===== src/rtl/srp_pkg.sv =====
package srp_pkg;
  localparam logic [6:0] CLK_TOP  = 7'h1F;
  localparam logic [6:0] RAM_BASE = 7'h20;
  localparam logic [6:0] RAM_TOP  = 7'h7F;
  localparam logic [6:0] RSV_LO   = 7'h12;
  localparam logic [6:0] CTRL_LOC = 7'h0F;
  localparam int         WP_POS   = 6;

  typedef enum logic { PH_ADDR, PH_DATA } phase_t;

  function automatic logic [6:0] next_loc(input logic [6:0] a);
    if (a <= CLK_TOP)      return {2'b00, a[4:0] + 5'd1};
    else if (a == RAM_TOP) return RAM_BASE;
    else                   return a + 7'd1;
  endfunction

  function automatic logic is_rsv(input logic [6:0] a);
    return (a >= RSV_LO) && (a <= CLK_TOP);
  endfunction
endpackage


===== src/rtl/srp_sync.sv =====
module srp_sync #(
  parameter int STAGES = 2
) (
  input  logic clk,
  input  logic rst,
  input  logic d,
  output logic q
);
  generate
    if (STAGES < 2) begin : g_one
      logic r;
      always_ff @(posedge clk) begin
        if (rst) r <= 1'b0;
        else     r <= d;
      end
      assign q = r;
    end else begin : g_chain
      logic [STAGES-1:0] r;
      always_ff @(posedge clk) begin
        if (rst) r <= '0;
        else     r <= {r[STAGES-2:0], d};
      end
      assign q = r[STAGES-1];
    end
  endgenerate
endmodule


===== src/rtl/srp_snapshot.sv =====
module srp_snapshot #(
  parameter int NTIME = 7
) (
  input  logic             clk,
  input  logic             rst,
  input  logic             cap,
  input  logic [8*NTIME-1:0] live,
  input  logic [6:0]       idx,
  output logic             hit,
  output logic [7:0]       q
);
  logic [7:0] buf_q [NTIME];

  always_ff @(posedge clk) begin
    if (rst) begin
      for (int k = 0; k < NTIME; k++) buf_q[k] <= '0;
    end else if (cap) begin
      for (int k = 0; k < NTIME; k++) buf_q[k] <= live[8*k +: 8];
    end
  end

  always_comb begin
    hit = 1'b0;
    q   = '0;
    for (int k = 0; k < NTIME; k++) begin
      if (idx == 7'(k)) begin
        hit = 1'b1;
        q   = buf_q[k];
      end
    end
  end


  snap_hold_chk: assert property (@(posedge clk) disable iff (rst)
    !cap |=> $stable(buf_q[0]));
endmodule


===== src/rtl/serial_reg_port.sv =====
module serial_reg_port #(
  parameter int SYNC_STAGES = 2,
  parameter int NTIME       = 7
) (
  input  logic               clk,
  input  logic               rst,
  input  logic               spi_mode,
  input  logic               ce,
  input  logic               sclk,
  input  logic               sdi,
  output logic               sdo,
  output logic               sdo_oe,
  output logic [6:0]         reg_addr,
  output logic               reg_we,
  output logic [7:0]         reg_wdata,
  input  logic [7:0]         reg_rdata,
  input  logic [8*NTIME-1:0] live_time,
  output logic               wp
);
  import srp_pkg::*;

  localparam int NSIG = 3;

  logic [NSIG-1:0] raw, syn;
  assign raw = {ce, sclk, sdi};

  for (genvar g = 0; g < NSIG; g++) begin : g_sync
    srp_sync #(.STAGES(SYNC_STAGES)) u_sync (
      .clk(clk), .rst(rst), .d(raw[g]), .q(syn[g])
    );
  end

  logic ce_s, sclk_s, sdi_s, sclk_d;
  assign ce_s   = syn[2];
  assign sclk_s = syn[1];
  assign sdi_s  = syn[0];

  always_ff @(posedge clk) begin
    if (rst) sclk_d <= 1'b0;
    else     sclk_d <= sclk_s;
  end

  logic rise, fall;
  assign rise = ce_s &  sclk_s & ~sclk_d;
  assign fall = ce_s & ~sclk_s &  sclk_d;

  phase_t     phase;
  logic [2:0] bitcnt;
  logic [6:0] shin;
  logic [7:0] shout;
  logic [6:0] addr_q, wr_addr_q;
  logic       is_wr, wp_q, we_q, sdo_q, oe_q;
  logic [7:0] wdata_q;

  logic [7:0] byte_in;
  logic       byte_end, cap, adv;
  assign byte_in  = {shin, sdi_s};
  assign byte_end = rise && (bitcnt == 3'd7);
  assign cap      = byte_end && (phase == PH_ADDR) && !byte_in[7];
  assign adv      = byte_end && (phase == PH_DATA);

  logic       snap_hit;
  logic [7:0] snap_byte;

  srp_snapshot #(.NTIME(NTIME)) u_snap (
    .clk(clk), .rst(rst), .cap(cap), .live(live_time),
    .idx(addr_q), .hit(snap_hit), .q(snap_byte)
  );

  logic [7:0] rd_byte;
  always_comb begin
    rd_byte = reg_rdata;
    if (snap_hit)                rd_byte = snap_byte;
    else if (is_rsv(addr_q))     rd_byte = '0;
    else if (addr_q == CTRL_LOC) rd_byte[WP_POS] = wp_q;
  end

  always_ff @(posedge clk) begin
    if (rst) begin
      phase     <= PH_ADDR;
      bitcnt    <= '0;
      shin      <= '0;
      shout     <= '0;
      addr_q    <= '0;
      wr_addr_q <= '0;
      is_wr     <= 1'b0;
      wp_q      <= 1'b0;
      we_q      <= 1'b0;
      wdata_q   <= '0;
      sdo_q     <= 1'b0;
      oe_q      <= 1'b0;
    end else begin
      we_q <= 1'b0;
      oe_q <= ce_s && (spi_mode || (phase == PH_DATA && !is_wr));
      if (!ce_s) begin
        phase  <= PH_ADDR;
        bitcnt <= '0;
      end else if (rise) begin
        shin   <= byte_in[6:0];
        bitcnt <= bitcnt + 3'd1;
        if (byte_end) begin
          if (phase == PH_ADDR) begin
            addr_q <= byte_in[6:0];
            is_wr  <= byte_in[7];
            phase  <= PH_DATA;
          end else begin
            if (is_wr) begin
              if (!wp_q && !is_rsv(addr_q)) begin
                we_q      <= 1'b1;
                wdata_q   <= byte_in;
                wr_addr_q <= addr_q;
              end
              if (addr_q == CTRL_LOC) wp_q <= byte_in[WP_POS];
            end
            addr_q <= next_loc(addr_q);
          end
        end
      end else if (fall && phase == PH_DATA && !is_wr) begin
        if (bitcnt == 3'd0) begin
          sdo_q <= rd_byte[7];
          shout <= {rd_byte[6:0], 1'b0};
        end else begin
          sdo_q <= shout[7];
          shout <= {shout[6:0], 1'b0};
        end
      end
    end
  end

  assign sdo       = sdo_q;
  assign sdo_oe    = oe_q;
  assign reg_we    = we_q;
  assign reg_wdata = wdata_q;
  assign reg_addr  = we_q ? wr_addr_q : addr_q;
  assign wp        = wp_q;


  wp_block_chk: assert property (@(posedge clk) disable iff (rst)
    reg_we |-> !$past(wp_q));

  rsv_write_chk: assert property (@(posedge clk) disable iff (rst)
    reg_we |-> !((reg_addr >= 7'h12) && (reg_addr <= 7'h1F)));

  clk_wrap_chk: assert property (@(posedge clk) disable iff (rst)
    (adv && addr_q <= 7'h1F) |=> (addr_q <= 7'h1F));

  ram_wrap_chk: assert property (@(posedge clk) disable iff (rst)
    (adv && addr_q >= 7'h20) |=> (addr_q >= 7'h20));

  release_chk: assert property (@(posedge clk) disable iff (rst)
    !ce_s |=> !sdo_oe);

  spi_drive_chk: assert property (@(posedge clk) disable iff (rst)
    (ce_s && spi_mode) |=> sdo_oe);

  one_strobe_chk: assert property (@(posedge clk) disable iff (rst)
    reg_we |=> !reg_we);
endmodule


===== config.mk =====
export PLATFORM = sky130hd
export DESIGN_NAME = serial_reg_port
export DESIGN_NICKNAME = d
export VERILOG_FILES = /design/src/rtl/srp_pkg.sv /design/src/rtl/srp_sync.sv /design/src/rtl/srp_snapshot.sv /design/src/rtl/serial_reg_port.sv
export SDC_FILE = /design/constraint.sdc
export NUM_CORES = 1
export LEC_CHECK = 0
export BUFFER_PORTS_ARGS = -buffer_cell sky130_fd_sc_hd__buf_2
export CORE_ASPECT_RATIO = 0.75
export CORE_MARGIN = 1.5
export CORE_UTILIZATION = 60
export DETAILED_ROUTE_END_ITERATION = 7
export PLACE_DENSITY_LB_ADDON = 0.25
export SLEW_MARGIN = 10
export SYNTH_ARGS = -nofsm -noshare
export SYNTH_HDL_FRONTEND = slang
export SYNTH_SLANG_ARGS = --single-unit

===== constraint.sdc =====
create_clock -name clk -period 17.5 [get_ports clk]
set_clock_uncertainty 0.2 [all_clocks]
set_input_delay 0.875 -clock clk [delete_from_list [all_inputs] [get_ports clk]]
set_output_delay 0.875 -clock clk [all_outputs]
set_load 0.01 [all_outputs]

Word-level counts from Yosys, hierarchy flattened --
Memory sizes are Yosys's and may differ from the RTL's. Cells that the tools add are included. Widths: inputs -> output; s select.
Word-level totals: bits in registers 53, bits in writable memories 56, input bits 70, output and inout port bits 19, word-level logic and storage cells 112, memories kept 1
Memory list:
- u_snap.buf_q | depth 7, width 8, read ports 7, clocked after memory_dff 0, write ports 7, line srp_snapshot.sv:12 | logic [7:0] buf_q [NTIME];
Operators by class: add/sub/neg operators 3, order comparisons 2, equal/unequal tests 9, muxes and demuxes 38, bitwise logic cells 18, reductions and logical operators 25
Operators with widths (count):
- $mux 8 | 16
- $mux 7 | 4
- $eq 7x3->1 const B | 3
- $mux 1 | 17
- $eq 7x2->1 const B | 2
- $reduce_and 6->1 | 2
- $logic_and 1x1->1 | 9
- $add 7x1->7 const B | 1
- $eq 7x1->1 const B | 1
- $eq 7x4->1 const B | 1
- $eq 7x7->1 const B | 1
- $ge 7x5->1 const B | 1
- $le 7x5->1 const B | 1
- $logic_not 7->1 | 1
- $not 1->1 | 7
- $or 1x1->1 | 7
- $mux 6 | 1
- $reduce_and 3->1 | 2
- $reduce_or 6->1 | 1
- $add 5x1->5 const B | 1
- $and 1x1->1 | 4
- $logic_not 1->1 | 4
- $reduce_and 2->1 | 2
- $reduce_and 4->1 | 1
- other kinds (5) | 5

Depth between registers and ports, before layout --
Gate-level depths: netlist (run 1).
depth in word-level cells 10, mapped depth 9, mapped depth without buffers 7

Modules after synthesis --
Synthesis (run 1) repeated with hierarchy kept, for this count alone.
Unflattened totals: cells, all modules 478, area total of the unflattened synthesis 4986.0 µm²
Modules (own cells, without submodules):
- srp_snapshot | instances 1, cells each 193, area each 2638.8 µm², seq. area each 1681.6 µm²
- serial_reg_port | instances 1, cells each 273, area each 2189.6 µm², seq. area each 920.9 µm²
- srp_sync | instances 3, cells each 4, area each 52.6 µm², seq. area each 40.0 µm²

Worst setup path before layout (run 1) --
Ideal clock, no wire load.
path type register -> register, start reg bitcnt[0], end mem u_snap.buf_q[0][0] (enable), library setup time 0.554 ns, arrival time 5.234 ns, data required time 16.746 ns, setup slack 11.512 ns, cell stages (with the launch flop) 6, buffers on the path 1, period minus slack after synthesis 5.988 ns, cells stage by stage dfxtp_1 > ha_1 > ha_1 > nand4b_1 > clkbuf_1 > o31ai_1
RTL lines:
- start, declared | line serial_reg_port.sv:48 | logic [2:0] bitcnt;
- start signal, assigned | line serial_reg_port.sv:100 | bitcnt <= bitcnt + 3'd1;
- end, declared | line srp_snapshot.sv:12

Final worst setup path (run 1) --
start reg bitcnt[0], end reg wdata_q[0], in the netlist reg_wdata[0]
On the way: longest elaborated chain between the ends 3
RTL lines:
- $eq 3x3->1 | line serial_reg_port.sv:58 | assign byte_end = rise && (bitcnt == 3'd7);
- $logic_and 1x1->1 | line serial_reg_port.sv:58
- $reduce_and 6->1 (no line)
- end signal, assigned | line serial_reg_port.sv:110 | wdata_q <= byte_in;
- end, declared | line serial_reg_port.sv:53 | logic [7:0] wdata_q;
Every way passes these cells. A chain may end at the register's enable or synchronous reset.

==> reports/results.tsv, run 1 <==
stage	metric	value	unit
status	status	finished clean	
pwr	fraction of power consumed by sequential logic	55.9	%
sta	Worst-Margin Slew	1.027	ns
worst_setup_path	Critical path destination	reg_wdata[0]$_SDFFE_PP0P_	
sta	worst setup margin	13.88	ns
min_path	HP Class	register to register	
sta	Tcrit/Tclk final	20.69	%
drt	Post-route DRC	0	
logic_synthesis	asr flop ratio synth	0	%
sta	unrepaired setup endpoints after global routing	false	
pwr	leak pwr	0.002309	uW
drt	vias	4098	
clock_network	post-CTS setup buffer count	0	
floorplanning	Core Region	8382	um^2
worst_setup_path	CP Launch Point	bitcnt[0]$_SDFFE_PP0P_	
clock_network	CTS sink count	108	
placement	# placed instances	675	
worst_setup_path	Crit Reg-Reg Startpoint	bitcnt[0]$_SDFFE_PP0P_	
logic_synthesis	Main synth FF type	edfxtp_1	
drt	remaining antenna violation count	0	
pwr	Clock power frac	40.5	%
clock_network	worst skew pair latency	0.35	ns
sta	Hold Fails Final Rpt	0	
finish	most frequent cells in the layout	88 x buf_2, 56 x edfxtp_1, 52 x dfxtp_1	
finish	Antenna diodes	0	
finish	most common cell after layout, fill and taps aside	buf_2	
worst_setup_path	Critical Path Source Type	register	
job	Max Cap Viol	0	
pwr	pwr dens	83.53	nW/um^2
placement	pre-CTS WS	13.97	ns
global_route	gr ovfl total	0	
pwr	NetSw	98.05	uW
pwr	P_int	393.3	uW
placement	HPWL after DPL	8089	um
worst_setup_path	worst r2r path cells	7	
floorplanning	Starting Density	61.35	%
floorplanning	io pins	89	
clock_network	CTS Hold Buffers Added	0	
global_route	GRT Total Usage	26.96	%
global_route	largest net degree at the start of global routing	58	
finish	Non-Filler Instances	691	
finish	area of the multi-input gates	2216	um^2
clock_network	post-CTS sizing	0	
worst_setup_path	CP endpoint kind	register	
logic_synthesis	Seq/Total Area, Yosys	52.94	%
sta	max_slew headroom	31.56	%
placement	I/O Buffers	88	
finish	layout cells sized above 1	20.58	%
clock_network	# H-tree levels	3	
finish	FILL cells	655	
global_route	initial antenna violation count	0	
logic_synthesis	Syn Area/Cell	9.985	um^2
placement	Final GP Congestion	0.8391	
clock_network	CTS tree	built	
placement	Placed Area	5589	um^2
pwr	logic gate share of total power	3.6	%
floorplanning	Die W	109.9	um
global_route	first-pass GRT wire length	18600	um
worst_setup_path	crit path DAT	3.61	ns
pwr	fraction of power spent switching nets	19.95	%
logic_synthesis	EDFF count, synth	56	
clock_network	cts bufs inserted	9	
drt	routed len/inst	16.77	um
sta	pins over their slew limit	0	
sta	Post-Route Setup TNS	0	ns
worst_setup_path	critical path class	register to register	
logic_synthesis	Synth Register Bits	108	
finish	P&R area growth vs syn	14.40	%
clock_network	Worst-path clk slew	0.07	ns
logic_synthesis	Cells after Synth	515	
pwr	maximum vdd ir drop	0.00009312	V
worst_setup_path	capturing point of the worst reg2reg path	reg_wdata[0]$_SDFFE_PP0P_	
clock_network	root buf cell	clkbuf_16	
finish	Reg area	2723	um^2
floorplanning	die height	83.18	um
drt	drt first pass iters	7	
finish	nets@finish	655	
sta	Fmax	0.2761	GHz
min_path	hold path start	g_sync[1].u_sync.g_chain.r[0]$_SDFF_PP0_	
worst_setup_path	worst path required time	17.49	ns
floorplanning	DIE AREA	9141	um^2
floorplanning	Rows	29	
sta	Setup-failing EPs final	0	
drt	total routed wirelength	11590	um
sta	Final min period	3.621	ns
logic_synthesis	Syn Nets	592	
finish	cell area after layout	5883	um^2
worst_setup_path	worst reg2reg setup slack	13.88	ns
drt	vias per cell	5.931	
finish	Core Util, Final	70.19	%
worst_setup_path	CP max FO	16	
logic_synthesis	Post-Syn Area	5142	um^2
logic_synthesis	post-synth cell types	60	
logic_synthesis	Synth warnings	0	
global_route	number of global-route vias before repair	3783	
clock_network	Clock Tree Buf Depth	2	
drt	Iter 0 DRT Violations	408	
==> worst min-delay path by stage <==
stage	slack, ns	depth (start not counted)	endpoint
floorplan	0.21	1	g_sync[0].u_sync.g_chain.r[1]$_SDFF_PP0_
global placement	0.22	1	g_sync[0].u_sync.g_chain.r[1]$_SDFF_PP0_
detailed placement	0.23	1	g_sync[1].u_sync.g_chain.r[1]$_SDFF_PP0_
global route	0.27	1	g_sync[1].u_sync.g_chain.r[1]$_SDFF_PP0_
finish	0.24	1	g_sync[1].u_sync.g_chain.r[1]$_SDFF_PP0_
CTS	0.25	1	g_sync[1].u_sync.g_chain.r[1]$_SDFF_PP0_
==> routing by layer <==
metal | track usage (%) | wire length (um) | part of all wire (%) | vias to the layer above
met4 | 7.792 | 141 | 1.2 | 0
met3 | 7.771 | 878 | 7.6 | 13
li1 | - | - | - | 1970
met5 | 0 | 0 | 0 | -
met2 | 39.86 | 5327 | 46 | 174
met1 | 38.61 | 5238 | 45 | 1941
==> cell type report <==
type	count	share of cell area, %
Tap cell	108	2.297
Clock buffer	15	4.913
Timing Repair Buffer	92	7.997
Inverter	12	0.7656
Multi-Input combinational cell	355	37.66
Clock inverter	1	0.08507
Sequential cell	108	46.28
==> critical path, cell delays in order, from the launching register on <==
cell      delay [ns]
dfxtp_1         0.37
ha_1            0.18
ha_1            0.18
nand4b_1        0.52
nor3_1          1.02
nand2_1         0.63
mux2i_1         0.30
nor2_1          0.06
==> flip-flops by register name (all words and copies together) (netlist names) <==
register,count
addr_q,7
bitcnt,3
g_sync.u_sync.g_chain.r,6
is_wr,1
phase,1
reg_wdata,8
reg_we,1
sclk_d,1
sdo,1
sdo_oe,1
shin,7
shout,7
u_snap.buf_q,56
wp,1
wr_addr_q,7
==> Yosys cell counts (2+ instances only) <==
cell type / instances / area, um^2
a211oi_1: 8 / 60.06
a21oi_1: 45 / 225.2
a221o_1: 3 / 30.03
a221oi_1: 7 / 61.31
a22oi_1: 2 / 15.01
a311o_1: 2 / 20.02
a31oi_1: 4 / 25.02
and2_1: 51 / 319.1
and3_1: 3 / 18.77
and3b_1: 2 / 17.52
buf_1: 2 / 7.510
buf_2: 5 / 25.02
buf_6: 3 / 33.78
clkbuf_1: 30 / 112.6
dfxtp_1: 52 / 1041
edfxtp_1: 56 / 1682
ha_1: 7 / 87.58
inv_1: 12 / 45.04
mux2_2: 6 / 67.56
mux2i_1: 11 / 110.1
nand2_1: 42 / 157.7
nand2b_1: 7 / 43.79
nand3_1: 34 / 170.2
nand3b_1: 6 / 45.04
nand4_1: 4 / 25.02
nor2_1: 22 / 82.58
nor2b_1: 22 / 137.6
nor3_1: 4 / 20.02
nor3b_1: 3 / 22.52
nor4_1: 2 / 12.51
o211ai_1: 2 / 15.01
o21a_1: 3 / 22.52
o21ai_0: 21 / 105.1
o22ai_1: 3 / 18.77
or3_1: 4 / 25.02
==> power groups by stage <==
stage / sequential, uW / combinational [uW] / clock [uW]
after floorplan: 280 / 7.99 / 0
final: 275 / 17.7 / 199
after detailed placement: 280 / 17.6 / 0
after global placement: 280 / 17.0 / 0
after global routing: 275 / 19.6 / 213
after CTS: 274 / 17.7 / 202
==> cells by family (layout without fill, tap and decap cells) <==
family / after synthesis / after routing / synth area share [%]
and+or+nand+nor: 216 / 216 / 23.11
AOI/OAI and AO/OA: 114 / 114 / 14.26
DFF: 108 / 108 / 52.94
buffers and inverters: 52 / 120 / 4.355
muxes: 17 / 17 / 3.455
adders and majority gates: 7 / 7 / 1.703
xor gates and xnor gates: 1 / 1 / 0.1703
==> per-stage QoR <==
stage | power [uW] | hold slack (ns)
finish | 491.4 | 0.2433
global route | 507.5 | 0.2650
CTS | 494.6 | 0.2467
detailed placement | 297.6 | 0.2313
global placement | 296.9 | 0.2236
floorplan | 287.6 | 0.2138
Power figures use the tool's default switching activity.
==> inputs of run 2 (changes only) <==
- ABC_AREA: default -> 1
- CORE_UTILIZATION: 60 -> 56
- clock period: 17.5 -> 3.6 ns (I/O delays scaled with it)
==> run 2 against run 1 <==
Against the previous run:
- combinational power grew to 9.2 times the previous value
- maximum frequency grew 22%
- first-iteration DRC count grew 30%
- die area up 7.4%
- cell area grew 12%
- register-to-register slack got worse by 13 ns
- synthesized area up 0.46%
- non-clock buffer count increased by 64
- critical endpoint is now u_snap.buf_q[0][2]$_SDFFCE_PN0P_
- sequential share of layout area is 5.1 points lower
- highest routed layer unchanged
- utilization up 3.2 points
- sequential power increased to 4.8 times the previous value
==> reports/results.tsv, run 2 <==
stage	metric	value	unit	change
finish	most frequent cells in the layout	113 x inv_1, 112 x nor2_1, 91 x nand2_1		
finish	Reg area	2723	um^2	unchanged
logic_synthesis	Synth Register Bits	108		unchanged
logic_synthesis	most frequent cell after synthesis	inv_1		
logic_synthesis	biggest area consumer among synthesized cells	edfxtp_1		
sta	worst setup margin	0.6245	ns	-13.25 ns
worst_setup_path	CP Launch Point	g_sync[2].u_sync.g_chain.r[1]$_SDFF_PP0_		
job	Max Cap Viol	0		unchanged
drt	Post-route DRC	0		unchanged
logic_synthesis	Synth top area share	32.55	%	-0.15 points
clock_network	root buf cell	clkbuf_16		
drt	total routed wirelength	13050	um	+13%
pwr	Clock power frac	40.0	%	-0.5 points
finish	most common cell after layout, fill and taps aside	inv_1		
worst_setup_path	critical path class	register to register		
drt	vias	4609		+12%
worst_setup_path	CP max FO	14		-2
finish	layout cells sized above 1	18.61	%	-2.0 points
worst_setup_path	CP peak stage delay	0.44	ns	-0.58 ns
drt	remaining antenna violation count	0		unchanged
drt	vias per cell	5.173		-13%
finish	Antenna diodes	0		unchanged
finish	FILL cells	656		+0.15%
finish	max FFs per register	56		unchanged
clock_network	post-CTS setup buffer count	0		unchanged
pwr	logic gate share of total power	6.5	%	+2.9 points
placement	Final GP Congestion	0.9792		+17%
worst_setup_path	CP endpoint kind	register		
worst_setup_path	cell mode on critical path	nand2_1		
floorplanning	DIE AREA	9816	um^2	+7.4%
clock_network	cts bufs inserted	9		unchanged
drt	routed len/inst	14.65	um	-13%
clock_network	# H-tree levels	3		unchanged
placement	I/O Buffers	88		unchanged
clock_network	CTS sink count	108		unchanged
placement	HPWL after DPL	8378	um	+3.6%
logic_synthesis	Post-Syn Area	5166	um^2	+0.46%
sta	unrepaired setup endpoints after global routing	false		
sta	pins over their slew limit	0		unchanged
global_route	initial antenna violation count	0		unchanged
sta	Fmax	0.3361	GHz	+22%
worst_setup_path	worst path required time	3.44	ns	-14.05 ns
sta	Hold Fails Final Rpt	0		unchanged
pwr	NetSw	525.6	uW	+440%
floorplanning	io pins	89		unchanged
floorplanning	Die W	113.9	um	+3.6%
worst_setup_path	worst r2r path cells	7		unchanged
global_route	first-pass GRT wire length	21300	um	+15%
worst_setup_path	crit path DAT	2.81	ns	-0.80 ns
global_route	gr ovfl total	0		unchanged
clock_network	Clock Tree Buf Depth	2		unchanged
logic_synthesis	top cells by area, synth	edfxtp_1 33%, dfxtp_1 20%, inv_1 8.2%		
worst_setup_path	Critical Path Source Type	register		
clock_network	worst skew pair latency	0.35	ns	about the same
sta	Worst-Margin Slew	0.7541	ns	-0.2725 ns
pwr	leak pwr	0.003061	uW	+33%
logic_synthesis	Syn Area/Cell	8.187	um^2	-18%
global_route	GRT Total Usage	27.97	%	+1.0 points
sta	Post-Route Setup TNS	0	ns	unchanged
finish	Reg with most FFs	u_snap.buf_q		
finish	area of the multi-input gates	1873	um^2	-15%
sta	Setup-failing EPs final	0		unchanged
worst_setup_path	Crit Reg-Reg Startpoint	g_sync[2].u_sync.g_chain.r[1]$_SDFF_PP0_		
worst_setup_path	capturing point of the worst reg2reg path	u_snap.buf_q[0][2]$_SDFFCE_PN0P_		
drt	Iter 0 DRT Violations	530		+30%
worst_setup_path	Crit-path slowest cell	nor2_1		
logic_synthesis	post-synthesis xor/xnor area fraction	0.3391	%	+0.17 points
floorplanning	Core Region	9009	um^2	+7.5%
logic_synthesis	multiplexer area fraction after synthesis	0	%	-3.5 points
pwr	P_int	1960	uW	+400%
sta	max_slew headroom	49.45	%	+18 points
pwr	maximum vdd ir drop	0.0002894	V	+210%
logic_synthesis	Syn Nets	708		+20%
sta	Tcrit/Tclk final	82.65	%	+62 points
floorplanning	Rows	30		+3.4%
logic_synthesis	simple-gate share of the synthesized area	21.51	%	-1.6 points
logic_synthesis	largest family of logic cells by synthesized area	simple AND/OR/NAND/NOR gates		
logic_synthesis	EDFF count, synth	56		unchanged
pwr	pwr dens	375.8	nW/um^2	+350%
logic_synthesis	Seq/Total Area, Yosys	52.70	%	-0.24 points
worst_setup_path	Critical path destination	u_snap.buf_q[0][2]$_SDFFCE_PN0P_		
logic_synthesis	Cells after Synth	631		+23%
logic_synthesis	Main synth FF type	edfxtp_1		
floorplanning	Starting Density	57.35	%	-4.0 points
floorplanning	die height	86.18	um	+3.6%
logic_synthesis	Post-synth top cells	113 x inv_1, 112 x nor2_1, 91 x nand2_1		
global_route	number of global-route vias before repair	4456		+18%
logic_synthesis	adder-cell area share of the yosys netlist	1.695	%	-0.0078 points
logic_synthesis	asr flop ratio synth	0	%	unchanged
clock_network	CTS tree	built		
logic_synthesis	Synth Area in Compound Gates	12.50	%	-1.8 points
logic_synthesis	Synth warnings	0		unchanged
sta	Final min period	2.976	ns	-0.6460 ns
worst_setup_path	worst-path cell chain	nand2_1, nor2_1, nand2_1, nor2_2, inv_1, o21ai_4, buf_4		
pwr	fraction of power spent switching nets	21.14	%	+1.2 points
finish	P&R area growth vs syn	28.05	%	
placement	pre-CTS WS	0.6400	ns	-13.33 ns
drt	drt first pass iters	5		-2
logic_synthesis	post-synth cell types	38		-37%
worst_setup_path	worst reg2reg setup slack	0.62	ns	-13.25 ns
pwr	fraction of power consumed by sequential logic	53.5	%	-2.4 points
min_path	HP Class	primary input to register		
global_route	largest net degree at the start of global routing	49		-16%
finish	Core Util, Final	73.43	%	+3.2 points
clock_network	Worst-path clk slew	0.07	ns	about the same
status	status	finished clean		
clock_network	post-CTS sizing	0		unchanged
finish	nets@finish	851		+30%
-- run 2: cell types whose count changed after synthesis, moves of 12 or more --
cell      previous run  this run
clkbuf_1            30        13
nand3_1             34        20
and2_1              51         0
nor2b_1             22         0
nor2_1              22       112
inv_1               12       113
a21oi_1             45        57
nand2_1             42        91
-- run 2: how the worst min path moves through the flow --
stage	end	startpoint	slack (ns)	depth (start not counted)
after floorplan	g_sync[0].u_sync.g_chain.r[0]$_SDFF_PP0_	sdi	0.09	2
after global placement	g_sync[0].u_sync.g_chain.r[0]$_SDFF_PP0_	sdi	0.18	3
after detailed placement	g_sync[0].u_sync.g_chain.r[0]$_SDFF_PP0_	sdi	0.19	3
after CTS	shout[3]$_SDFFE_PP0P_	reg_rdata[2]	0.02	5
after global routing	shout[3]$_SDFFE_PP0P_	reg_rdata[2]	0.06	5
final	shout[3]$_SDFFE_PP0P_	reg_rdata[2]	0.02	5
-- run 2: logic make-up after synthesis --
group | after synthesis
DFF | 108
and+or+nand+nor | 254
buffers and inverters | 145
AOI/OAI and AO/OA | 115
xor gates and xnor gates | 2
adders and majority gates | 7
-- run 2: cell type report --
| class | count | share of cell area (%) |
|---|---|---|
| flip-flops and latches | 108 | 41.16 |
| multi-input cells | 378 | 28.31 |
| repair buffers | 156 | 16.87 |
| inverters | 121 | 6.923 |
| clock buffers | 11 | 4.161 |
| well taps | 112 | 2.118 |
| clock inverters | 5 | 0.4539 |
-- run 2: worst max-delay path: cells and delay by family, from the launching register on --
kind                   cells  cell delay, ns
and+or+nand+nor            4            1.21
buffers and inverters      2            0.47
AOI/OAI and AO/OA          1            0.44
DFF                        1            0.35
-- run 2: layer usage --
| layer | wire (um) | vias up | global-route usage (%) |
|---|---|---|---|
| met5 | 0 | - | 0 |
| met2 | 6249 | 194 | 46.39 |
| met3 | 860 | 22 | 5.385 |
| li1 | - | 2289 | - |
| met4 | 162 | 0 | 7.727 |
| met1 | 5782 | 2104 | 38.03 |
-- run 2: repair_timing --
action                                 CTS  global route
endpoints found under the hold margin   61             0
hold buffers                            61             0
setup endpoints to repair                0             0
-- run 2: per-stage QoR --
step	total power (uW)	area (um^2)	instances	hold slack, ns
6_report	2486	6615	891	0.01500
5_1_grt	2555	6615	891	0.05532
4_1_cts	2481	6615	891	0.01759
3_5_place_dp	1463	5699	814	0.1914
3_3_place_gp	1458	5699	814	0.1795
2_1_floorplan	1402	5170	631	0.08697
-- run 2: power by group through the flow --
stage	combinational, uW	sequential, uW	clock, uW
floorplan	46.9	1360	0
CTS	156	1330	995
global route	177	1330	1050
finish	162	1330	993
detailed placement	105	1360	0
global placement	101	1360	0
==> inputs of run 3 (changes only) <==
- CORE_UTILIZATION: 56 -> 51
- clock period: 3.6 -> 2.6 ns (I/O delays scaled with it)
==> run 3 against run 2 <==
Against the previous run:
- routed wire length grew 0.86%
- sequential power grew 38%
- global-route usage shrank 2.6 points
- non-clock buffer count grew 5
- flip-flop and latch count is the same
- die area grew 9.5%
- via count shrank 0.35%
- clock power grew 61%
- utilization shrank 3.9 points
- register-to-register slack lost 0.36 ns
- largest power group unchanged
- worst hold slack lost 0.0011 ns
- cell area grew 2.3%
==> reports/results.tsv, run 3 (synthesized netlist as in run 2, its figures left out) <==
stage	metric	value	unit	change
finish	most common cell after layout, fill and taps aside	inv_1		
global_route	initial antenna violation count	0		unchanged
sta	pins over their slew limit	0		unchanged
clock_network	Worst-path clk slew	0.08	ns	about the same
drt	vias	4593		-0.35%
worst_setup_path	worst path required time	2.65	ns	-0.79 ns
placement	I/O Buffers	88		unchanged
floorplanning	DIE AREA	10750	um^2	+9.5%
floorplanning	Rows	31		+3.3%
floorplanning	Die W	119.2	um	+4.7%
clock_network	post-CTS setup buffer count	0		unchanged
pwr	maximum vdd ir drop	0.0003576	V	+24%
sta	Setup-failing EPs final	0		unchanged
sta	Post-Route Setup TNS	0	ns	unchanged
job	Max Cap Viol	0		unchanged
finish	most frequent cells in the layout	113 x inv_1, 112 x nor2_1, 91 x nand2_1		
sta	Tcrit/Tclk final	89.77	%	+7.1 points
drt	total routed wirelength	13170	um	+0.86%
global_route	gr ovfl total	0		unchanged
floorplanning	io pins	89		unchanged
min_path	HP Class	primary input to register		
clock_network	CTS tree	built		
worst_setup_path	Critical Path Source Type	register		
placement	Final GP Congestion	0.9386		-4.1%
drt	routed len/inst	14.36	um	-2.0%
global_route	M3 GR Usage	4.695	%	-0.69 points
drt	drt first pass iters	5		unchanged
finish	Reg with most FFs	u_snap.buf_q		
worst_setup_path	CP endpoint kind	register		
worst_setup_path	Crit-path slowest cell	dfxtp_1		
global_route	layer with the highest usage	met2		
status	status	finished clean		
sta	Worst-Margin Slew	0.5974	ns	-0.1567 ns
clock_network	root buf cell	clkbuf_16		
worst_setup_path	critical path class	register to register		
pwr	pwr dens	542.0	nW/um^2	+44%
clock_network	# H-tree levels	3		unchanged
drt	vias per cell	5.009		-3.2%
global_route	met1 Use GR	35.14	%	-2.9 points
floorplanning	Starting Density	53.07	%	-4.3 points
finish	layout cells sized above 1	18.85	%	+0.24 points
placement	# placed instances	836		+2.7%
sta	Final min period	2.334	ns	-0.6414 ns
global_route	first-pass GRT wire length	21600	um	+1.4%
worst_setup_path	cell mode on critical path	inv_1		
clock_network	cts bufs inserted	9		unchanged
global_route	GRT Total Usage	25.37	%	-2.6 points
floorplanning	die height	90.17	um	+4.6%
drt	Iter 0 DRT Violations	557		+5.1%
sta	worst setup margin	0.2659	ns	-0.3586 ns
worst_setup_path	CP peak stage delay	0.47	ns	+0.03 ns
drt	remaining antenna violation count	0		unchanged
finish	nets@finish	857		+0.71%
worst_setup_path	worst-path cell chain	inv_1, ha_1, inv_1, a31oi_1, nand2_2, nand4_4, a211oi_1		
placement	HPWL after DPL	8597	um	+2.6%
worst_setup_path	CP max FO	15		+1
sta	worst hold slack	0.01390	ns	-0.001102 ns
clock_network	CTS sink count	108		unchanged
global_route	number of global-route vias before repair	4442		-0.31%
global_route	largest net degree at the start of global routing	58		+18%
finish	max FFs per register	56		unchanged
sta	Fmax	0.4284	GHz	+27%
finish	P&R area growth vs syn	30.98	%	
sta	Hold Fails Final Rpt	0		unchanged
finish	Antenna diodes	0		unchanged
finish	Non-Filler Instances	917		+2.9%
sta	max_slew headroom	60.03	%	+11 points
clock_network	Clock Tree Buf Depth	2		unchanged
worst_setup_path	crit path DAT	2.39	ns	-0.42 ns
drt	Post-route DRC	0		unchanged
global_route	GRT met2 Usage	40.80	%	-5.6 points
sta	unrepaired setup endpoints after global routing	false		
placement	pre-CTS WS	0.2311	ns	-0.4090 ns
clock_network	worst skew pair latency	0.35	ns	about the same
pwr	leak pwr	0.003107	uW	+1.5%
floorplanning	Core Region	9736	um^2	+8.1%
## run 3: what timing repair did
item                                   in CTS  in global routing
hold buffers                               64                  0
resized for setup                           0                  1
endpoints found under the hold margin      64                  0
setup endpoints to repair                   0                  1
## run 3: area by class of cell
class | instances | area (um^2)
clock inverters | 7 | 127.6
well taps | 132 | 165.2
clock buffers | 9 | 225.2
inverters | 121 | 457.9
repair buffers | 161 | 1174
fillers | 776 | 2969
flip-flops and latches | 108 | 2723
multi-input cells | 379 | 1894
## run 3: worst max-delay path, delay by kind of cell (launching register included)
family / cells / cell delay [ns]
compound gates: 2 / 0.55
fa+ha+maj: 1 / 0.26
buf+inv: 2 / 0.27
flops: 1 / 0.47
simple gates: 2 / 0.48
## run 3: worst paths after layout
path                                            start                                        to  slack, ns  cells after the start
min reg2reg  g_sync[0].u_sync.g_chain.r[0]$_SDFF_PP0_  g_sync[0].u_sync.g_chain.r[1]$_SDFF_PP0_       0.20                      2
min                                      reg_rdata[1]                     shout[2]$_SDFFE_PP0P_       0.01                      5
max reg2reg                    addr_q[0]$_SDFFE_PP0P_                 reg_wdata[4]$_SDFFE_PP0P_       0.27                      7
max                            addr_q[0]$_SDFFE_PP0P_                 reg_wdata[4]$_SDFFE_PP0P_       0.27                      7
## run 3: metal layers
metal	up-vias	share of wire [%]
met3	18	7.6
met5	-	0
li1	2303	-
met1	2061	45
met2	211	46
met4	0	1.7
## run 3: metrics by stage
step,area (um^2),total power [uW],util [%]
6_report,6766,3668,69.50
5_1_grt,6766,3771,69.50
4_1_cts,6745,3674,69.28
3_5_place_dp,5752,2023,59.08
3_3_place_gp,5752,2019,59.08
2_1_floorplan,5177,1941,-
## run 3: power breakdown
group	switching (uW)	internal [uW]	leakage, uW
clock	645	959	0.000173
combinational	96.3	123	0.00194
sequential	16.6	1830	0.000993
total	758	2910	0.00311
